===== src/rtl/hdr_chk_pkg.sv =====
package hdr_chk_pkg;
  localparam int SIZE_W     = 11;
  localparam int LEN_BITS   = 10;
  localparam int ID_BYTES   = 8;
  localparam int DCRC_BYTES = 4;
  localparam int IDX_CRC8   = 0;
  localparam int ID_FIRST   = 1;
  localparam int DCRC_FIRST = ID_FIRST + ID_BYTES;
  localparam int PAY_START  = DCRC_FIRST + DCRC_BYTES;
  localparam int REV_IDX    = PAY_START;
  localparam int LEN_LO_IDX = PAY_START + 1;
  localparam int LEN_HI_IDX = PAY_START + 2;
  localparam int HDR_BYTES  = 22;
  localparam logic [7:0]  CRC8_POLY  = 8'h07;
  localparam logic [7:0]  CRC8_INIT  = 8'hFF;
  localparam logic [31:0] CRC32_POLY = 32'h82F63B78;
  localparam logic [31:0] CRC32_INIT = 32'hFFFFFFFF;

  // One byte of the MSB-first 8-bit CRC.
  function automatic logic [7:0] crc8_step(input logic [7:0] c, input logic [7:0] d);
    logic [7:0] r;
    r = c ^ d;
    for (int b = 0; b < 8; b++) begin
      r = r[7] ? ((r << 1) ^ CRC8_POLY) : (r << 1);
    end
    return r;
  endfunction

  // One byte of the reflected CRC32C.
  function automatic logic [31:0] crc32c_step(input logic [31:0] c, input logic [7:0] d);
    logic [31:0] r;
    r = c ^ {24'd0, d};
    for (int b = 0; b < 8; b++) begin
      r = r[0] ? ((r >> 1) ^ CRC32_POLY) : (r >> 1);
    end
    return r;
  endfunction
endpackage


===== src/rtl/hdr_field_capture.sv =====
module hdr_field_capture
  import hdr_chk_pkg::*;
(
  input  logic                  clk,
  input  logic                  rst_n,
  input  logic                  clear,
  input  logic                  take,
  input  logic [SIZE_W-1:0]     idx,
  input  logic [7:0]            din,
  output logic [7:0]            exp8,
  output logic [31:0]           exp32,
  output logic [8*ID_BYTES-1:0] uid_raw,
  output logic [7:0]            len_lo,
  output logic                  rev_hi
);
  logic [7:0] id_lane [ID_BYTES];
  logic [7:0] dc_lane [DCRC_BYTES];

  for (genvar g = 0; g < ID_BYTES; g++) begin : g_id
    always_ff @(posedge clk or negedge rst_n) begin
      if (!rst_n)     id_lane[g] <= '0;
      else if (clear) id_lane[g] <= '0;
      else if (take && idx == SIZE_W'(ID_FIRST + g)) id_lane[g] <= din;
    end
    assign uid_raw[8*g +: 8] = id_lane[g];
  end

  for (genvar g = 0; g < DCRC_BYTES; g++) begin : g_dc
    always_ff @(posedge clk or negedge rst_n) begin
      if (!rst_n)     dc_lane[g] <= '0;
      else if (clear) dc_lane[g] <= '0;
      else if (take && idx == SIZE_W'(DCRC_FIRST + g)) dc_lane[g] <= din;
    end
    assign exp32[8*g +: 8] = dc_lane[g];
  end

  always_ff @(posedge clk or negedge rst_n) begin
    if (!rst_n) begin
      exp8   <= '0;
      len_lo <= '0;
      rev_hi <= 1'b0;
    end else if (clear) begin
      exp8   <= '0;
      len_lo <= '0;
      rev_hi <= 1'b0;
    end else if (take) begin
      if (idx == SIZE_W'(IDX_CRC8))   exp8   <= din;
      if (idx == SIZE_W'(LEN_LO_IDX)) len_lo <= din;
      if (idx == SIZE_W'(REV_IDX))    rev_hi <= (din > 8'd1);
    end
  end
endmodule


===== config.mk =====
export PLATFORM = sky130hd
export DESIGN_NAME = hdr_field_capture
export DESIGN_NICKNAME = d
export VERILOG_FILES = /design/src/rtl/hdr_chk_pkg.sv /design/src/rtl/hdr_field_capture.sv
export SDC_FILE = /design/constraint.sdc
export NUM_CORES = 1
export LEC_CHECK = 0
export CORE_ASPECT_RATIO = 1.4
export CORE_MARGIN = 8
export CORE_UTILIZATION = 31
export CTS_BUF_LIST = sky130_fd_sc_hd__clkbuf_4 sky130_fd_sc_hd__clkbuf_8 sky130_fd_sc_hd__clkbuf_16
export CTS_CLUSTER_SIZE = 24
export DETAILED_ROUTE_END_ITERATION = 8
export DONT_BUFFER_PORTS = 1
export SYNTH_ARGS = -nofsm -noshare
export SYNTH_HDL_FRONTEND = slang
export SYNTH_SLANG_ARGS = --single-unit

===== constraint.sdc =====
create_clock -name clk -period 1.3 [get_ports clk]
set_clock_uncertainty 0.1 [all_clocks]
set_input_delay 0.26 -clock clk [delete_from_list [all_inputs] [get_ports clk]]
set_output_delay 0.26 -clock clk [all_outputs]
set_load 0.05 [all_outputs]

==> results of run 1 <==
layout make-up:
cell class	count	area [sq um]	area share
clock buffer	18	432.9	0.05659
tap	199	249.0	0.03255
multi-input combinational	261	2207	0.2885
timing repair buffer	171	1730	0.2262
clock inverter	14	182.7	0.02388
sequential	113	2848	0.3723
synthesized netlist by cell type, types with 3 or more instances:
cell type | n | area share
dfrtp_1 | 113 | 0.55
clkbuf_1 | 16 | 0.012
nand4b_1 | 8 | 0.014
mux2i_1 | 112 | 0.22
buf_1 | 6 | 0.0044
nand2b_1 | 120 | 0.15
buf_2 | 7 | 0.0068
nor3_1 | 3 | 0.0029
nand4_2 | 7 | 0.017
flip-flops by register name, indices dropped and copies added, names as in the netlist:
signal	cells
uid_raw	64
exp32	32
exp8	8
len_lo	8
rev_hi	1
logic make-up (layout without fill, tap and decap cells):
group | Yosys count | after routing
multiplexers | 113 | 113
AND/OR/NAND/NOR | 147 | 147
flip-flops | 113 | 113
buffers and inverters | 30 | 203
AO/OA/AOI/OAI | 1 | 1
power groups by stage:
stage	sequential [mW]	clock (mW)	combinational (mW)
finish	3.52	4.84	0.227
global route	3.52	5.10	0.240
floorplan	3.59	0	0.176
CTS	3.52	4.93	0.233
detailed placement	3.58	0	0.232
global placement	3.58	0	0.231
how the worst min path moves through the flow:
| stage | start | end | slack, ns | cells past startpoint |
|---|---|---|---|---|
| 2_1_floorplan | rst_n | exp32[0] | -0.14 | 0 |
| 3_3_place_gp | rst_n | exp32[5] | -0.13 | 0 |
| 3_5_place_dp | rst_n | exp32[3] | -0.13 | 0 |
| 4_1_cts | rst_n | exp32[3] | -0.57 | 0 |
| 5_1_grt | rst_n | exp32[26] | -0.58 | 0 |
| 6_report | rst_n | exp32[3] | -0.55 | 0 |
through the flow:
stage / TNS (ns) / std cells / worst slack, ns / cell area [sq um] / utilization
finish: -1.796 / 776 / -0.07340 / 7650 / 0.4730
global route: -5.882 / 776 / -0.1078 / 7650 / 0.4730
CTS: -3.906 / 754 / -0.1128 / 7482 / 0.4627
detailed placement: -14.58 / 699 / -0.2184 / 6305 / 0.3899
global placement: -13.78 / 699 / -0.2057 / 6305 / 0.3899
floorplan: -18.08 / 404 / -0.2609 / 5192 / -
metal layers:
metal	wire [um]	vias to the layer above	part of all wire	global-route usage
met1	6632	1808	0.44	0.1772
met4	97	0	0.0064	0.03573
met3	972	6	0.064	0.05374
met5	0	-	0	0
li1	-	1695	-	-
met2	7471	97	0.49	0.2359
timing repair:
| action | in CTS | in global routing |
|---|---|---|
| cloned | 0 | 0 |
| endpoints found under the setup margin | 113 | 113 |
| pin swaps | 0 | 0 |
| hold endpoints to repair | 225 | 223 |
| setup buffers | 23 | 22 |
| resized for setup | 113 | 2 |
==> summary.md, run 1 <==
| Metric | Value |
|---|---|
| Outcome | finished with violations |
| Failing checks | hold timing, setup timing |
| Most common library cell in the layout ignoring fill and taps | nand2b_1 |
| Drt initial violations | 112 |
| Most frequent cells in the layout | nand2b_1 (120), mux2i_1 (112), buf_6 (99), dfrtp_1 (97), buf_4 (66) |
| DR DRC count | 0 |
| WP data required | approximately 0.94 ns |
| Routed WL | 15,170 um |
| Hold/Removal Path Class | input pin to asynchronous set/reset pin |
| Slowest library cell on the worst path | dfrtp_2 |
| Slew Viols, Final | 0 |
| Clk slew on worst S/H paths | 0.06 ns |
| Complex-gate fraction of the synthesized area | 0.0009768 |
| Final worst slack | -0.07340 ns |
| Post-Syn Nets | 427 |
| Hold Fails Final Rpt | 172 |
| Crit path DAT | slightly above 1 ns |
| Number of diodes | 0 |
| Pint | 6.692 mW |
| Total Die Area | 0.02096 sq mm |
| Max cap viols | 0 |
| First-pass GRT wire length | 23,830 um |
| Yosys warning total | 0 |
| Worst setup startpoint | exp32[22] |
| Comb pwr share | 0.026 |
| Final min period | 1.373 ns |
| Max FO, Critical Path | 2 |
| RePlAce Congestion | 0.6981 |
| Tcrit/Tclk final | 1.056 |
| CTS Sinks | 113 |
| Reg2reg end | uid_raw[31] |
| Worst r2r src | uid_raw[31] |
| Die Y | between 150 and 200 um |
| Post-synthesis simple-gate area fraction | 0.2017 |
| Initial antenna violation count | 0 |
| Vias in the first global route | 3,956 |
| Seq/Total Area, Yosys | 0.5519 |
| TritonCTS buffer count | 17 |
| Clk pwr share | 0.564 |
| Syn Area/Cell | about 13 sq um |
| LEAKAGE | 4.258 nW |
| VDD IR max | roughly 0.00070 V |
| CTS tree | yes |
| CP max stage delay | 0.44 ns |
| Buf+Inv Stages, Crit Path | 1 |
| Largest net degree at the start of global routing | 123 |
| Net Sw Frac | 0.2207 |
| Relative slew slack | 0.7927 |
| Number of cells on the worst reg-to-reg path | 4 |
| Hpwl dp | approximately 9500 um |
| Worst Setup Start Kind | flip-flop |
| Critical path, cell by cell | buf_6 |
| Yosys reg bits | 113 |
| # rows | 55 |
| Post-synthesis mux area share | 0.2210 |
| Synth Area in XOR/XNOR | 0 |
| Flop pwr share | 0.410 |
| Iteration count of the initial detailed-routing pass | 4 |
| Fin Hold WS | -0.5495 ns |
| Final setup vio count | between 90 and 100 |
| Post-Synth Adder-Cell Area | 0 |
| Crit. path cell count | 1 |
| Antenna-violating nets left | 0 |
| Clock tree root buffer cell | clkbuf_16 |
| Chip width | ~120 um |
| Overall power | 8.587 mW |
| Max Clock Freq | ~0.73 GHz |
| Final net count | 587 |
| Post-Syn Instances | 404 |
| Cell Area, Synth | 0.005124 sq mm |
| Critical Path Sink Type | output port |
| DR vias/cell | 4.647 |
| Ys flop type | dfrtp_1 |
| Core footprint | approximately 0.016 sq mm |
| H-tree depth | 4 |
| CP top delay family | flip-flops |
| Filler cells | 1,440 |
| Worst reg-to-reg setup slack | 0.31 ns |
| RSZ-0062 raised after global routing | true |
| Number of top-level pins | 136 |
| Initial Util | 0.3168 |
| Post-detailed-route wirelength per cell | 19.55 um |
| Port bufs | 0 |
| Count of flip-flops with a built-in enable after synthesis | 0 |
| Clk_lat worst skew | 0.40 ns |
| Critical Path End | exp32[22] |
| PwrDens | 1123 mW/mm^2 |
| Layout cells sized above 1 | 0.4021 |
| CP Class | flip-flop to output port |
| Largest family of logic cells by synthesized area | multiplexers |
| Least-Margin Pin Slew | around 0.31 ns |
| GRT Overall Usage | 0.1448 |
| Synth async-reset ratio | 1.000 |
| CTS Buffer Depth | 2 |
| Synth unique cells | 21 |
| Global route total overflow | 0 |
| Area delta synth->final | 49.30% |
| P_sw | roughly 1.9 mW |
| DR vias | roughly 3.6k |
Power figures use the tool's default switching activity.
==> run 2: changes to the inputs <==
BUFFER_PORTS_ARGS = -buffer_cell sky130_fd_sc_hd__buf_2   (was not set)
DONT_BUFFER_PORTS = not set   (was 1)
GPL_TIMING_DRIVEN = 0   (was not set)
==> summary.md, run 2 (synthesis results as in run 1) <==
| Metric | Value |
|---|---|
| Slowest library cell on the worst path | dfrtp_1 |
| Worst r2r src | exp8[4] |
| Overall power | 8.546 mW (-0.48%) |
| Final core occ | 0.4973 (+0.02422) |
| Largest net degree at the start of global routing | 59 (-52%) |
| LEAKAGE | 4.500 nW (+5.7%) |
| GRT Overall Usage | 0.1537 (+0.008868) |
| Fin Hold WS | -0.1829 ns (+0.3665 ns) |
| Failing checks | hold timing, setup timing |
| Layout cells sized above 1 | 0.4210 (+0.01889) |
| Crit path DAT | 0.98 ns (-0.03 ns) |
| Post-detailed-route wirelength per cell | 19.19 um (-1.8%) |
| Port bufs | 135 (+135) |
| VDD IR max | 0.0006809 V (-2.9%) |
| Worst Setup Start Kind | flip-flop |
| Number of top-level pins | 136 (unchanged) |
| Max FO, Critical Path | 2 (unchanged) |
| CTS Sinks | 113 (unchanged) |
| Drt initial violations | 197 (+76%) |
| WP data required | 0.94 ns (about the same) |
| Area after DPL | 0.006147 sq mm (-2.5%) |
| DR vias | 3,860 (+7.0%) |
| Iteration count of the initial detailed-routing pass | 4 (unchanged) |
| Final setup vio count | 109 (+14%) |
| Most frequent cells in the layout | nand2b_1 (120), buf_6 (119), dfrtp_1 (113), mux2i_1 (112), buf_4 (71) |
| RePlAce Congestion | 0.7544 (+8.1%) |
| Die Y | 168.1 um (unchanged) |
| Tcrit/Tclk final | 1.034 (-0.02254) |
| Max cap viols | 0 (unchanged) |
| Final worst slack | -0.04409 ns (+0.02930 ns) |
| CTS tree | yes |
| Slew Viols, Final | 0 (unchanged) |
| Critical path, cell by cell | buf_6 |
| Critical Path Sink Type | output port |
| Most common library cell in the layout ignoring fill and taps | nand2b_1 |
| Global route total overflow | 0 (unchanged) |
| Number of cells on the worst reg-to-reg path | 4 (unchanged) |
| Least-Margin Pin Slew | 0.7701 ns (+0.4592 ns) |
| Final min period | 1.344 ns (-0.02930 ns) |
| Buf+Inv Stages, Crit Path | 1 (unchanged) |
| RSZ-0062 raised after global routing | true |
| Largest register FFs | 64 (unchanged) |
| H-tree depth | 4 (unchanged) |
| Max Clock Freq | 0.7440 GHz (+2.2%) |
| Outcome | finished with violations |
| Hpwl dp | 10,920 um (+15%) |
| # rows | 55 (unchanged) |
| TritonCTS buffer count | 17 (unchanged) |
| CTS Buffer Depth | 2 (unchanged) |
| Clk slew on worst S/H paths | 0.05 ns (about the same) |
| Hold/Removal Path Class | input pin to asynchronous set/reset pin |
| Worst reg-to-reg setup slack | 0.30 ns (about the same) |
| Area delta synth->final | 56.95% |
| Relative slew slack | 0.4866 (-0.3061) |
| Hold Fails Final Rpt | 55 (-68%) |
| DR DRC count | 0 (unchanged) |
| Final net count | 649 (+11%) |
| CP Class | flip-flop to output port |
| Total Die Area | 0.02096 sq mm (unchanged) |
| Reg2reg end | exp8[4] |
| CP top delay family | flip-flops |
| Vias in the first global route | 4,234 (+7.0%) |
| First-pass GRT wire length | 25,220 um (+5.9%) |
| Clk_lat worst skew | 0.40 ns (about the same) |
| Routed WL | 16,090 um (+6.0%) |
| DR vias/cell | 4.606 (-0.88%) |
| CP max stage delay | 0.41 ns (-0.03 ns) |
| Design area | 0.008041 sq mm (+5.1%) |
| Number of diodes | 0 (unchanged) |
| Core footprint | 0.01617 sq mm (unchanged) |
| Clock tree root buffer cell | clkbuf_16 |
| PwrDens | 1063 mW/mm^2 (-5.3%) |
| Initial antenna violation count | 0 (unchanged) |
| Antenna-violating nets left | 0 (unchanged) |
| Chip width | 124.7 um (unchanged) |
| Initial Util | 0.3168 (unchanged) |
run 2: cell types whose count changed in the layout (fill, tap and decap cells not counted), sizes merged:
| cell | change |
|---|---|
| buf | +45 |
| bufinv | -1 |
| clkbuf | +18 |
| clkinv | +1 |
| inv | -1 |
run 2: through the flow:
stage | setup TNS (ns) | setup slack [ns] | cells
CTS | -3.472 | -0.05987 | 807
finish | -2.096 | -0.04409 | 838
floorplan | -18.08 | -0.2609 | 404
global route | -5.887 | -0.08258 | 838
global placement | -240.82 | -1.464 | 738
detailed placement | -81.70 | -0.9968 | 739
run 2: worst max-delay path by stage:
stage | slack [ns] | from | cells past startpoint | endpoint
6_report | -0.04 | uid_raw[30] | 1 | uid_raw[30]
2_1_floorplan | -0.26 | idx[0] | 3 | len_lo[0]
3_5_place_dp | -1.0 | clear | 5 | uid_raw[9]
4_1_cts | -0.06 | uid_raw[3] | 1 | uid_raw[3]
3_3_place_gp | -1.46 | rst_n | 1 | exp8[5]
5_1_grt | -0.08 | uid_raw[55] | 1 | uid_raw[55]
run 2: area by class of cell:
type	instances	area, sq um
Tap cell	199	249.0
Timing Repair Buffer	203	1936
Buffer	30	181.4
Sequential cell	113	2828
Multi-Input combinational cell	261	2263
Clock inverter	13	137.6
Clock buffer	19	446.7
Fill cell	1460	8130
run 2: per-layer routing:
| layer | GRT usage | share of wire | vias up |
|---|---|---|---|
| li1 | - | - | 1820 |
| met1 | 0.1804 | 0.42 | 1930 |
| met2 | 0.2669 | 0.52 | 105 |
| met3 | 0.04683 | 0.048 | 5 |
| met4 | 0.03836 | 0.0058 | 0 |
| met5 | 0 | 0 | - |
run 2: timing repair:
item | in CTS | in global routing
setup buffers | 36 | 31
pin swaps | 3 | 1
hold endpoints to repair | 55 | 55
setup endpoints to repair | 226 | 141
gates resized for setup | 251 | 6
run 2: power breakdown:
part           total [mW]  switching [mW]  internal [mW]
logic               0.443           0.290          0.153
registers            3.52        0.000527           3.52
clock network        4.58            1.69           2.89
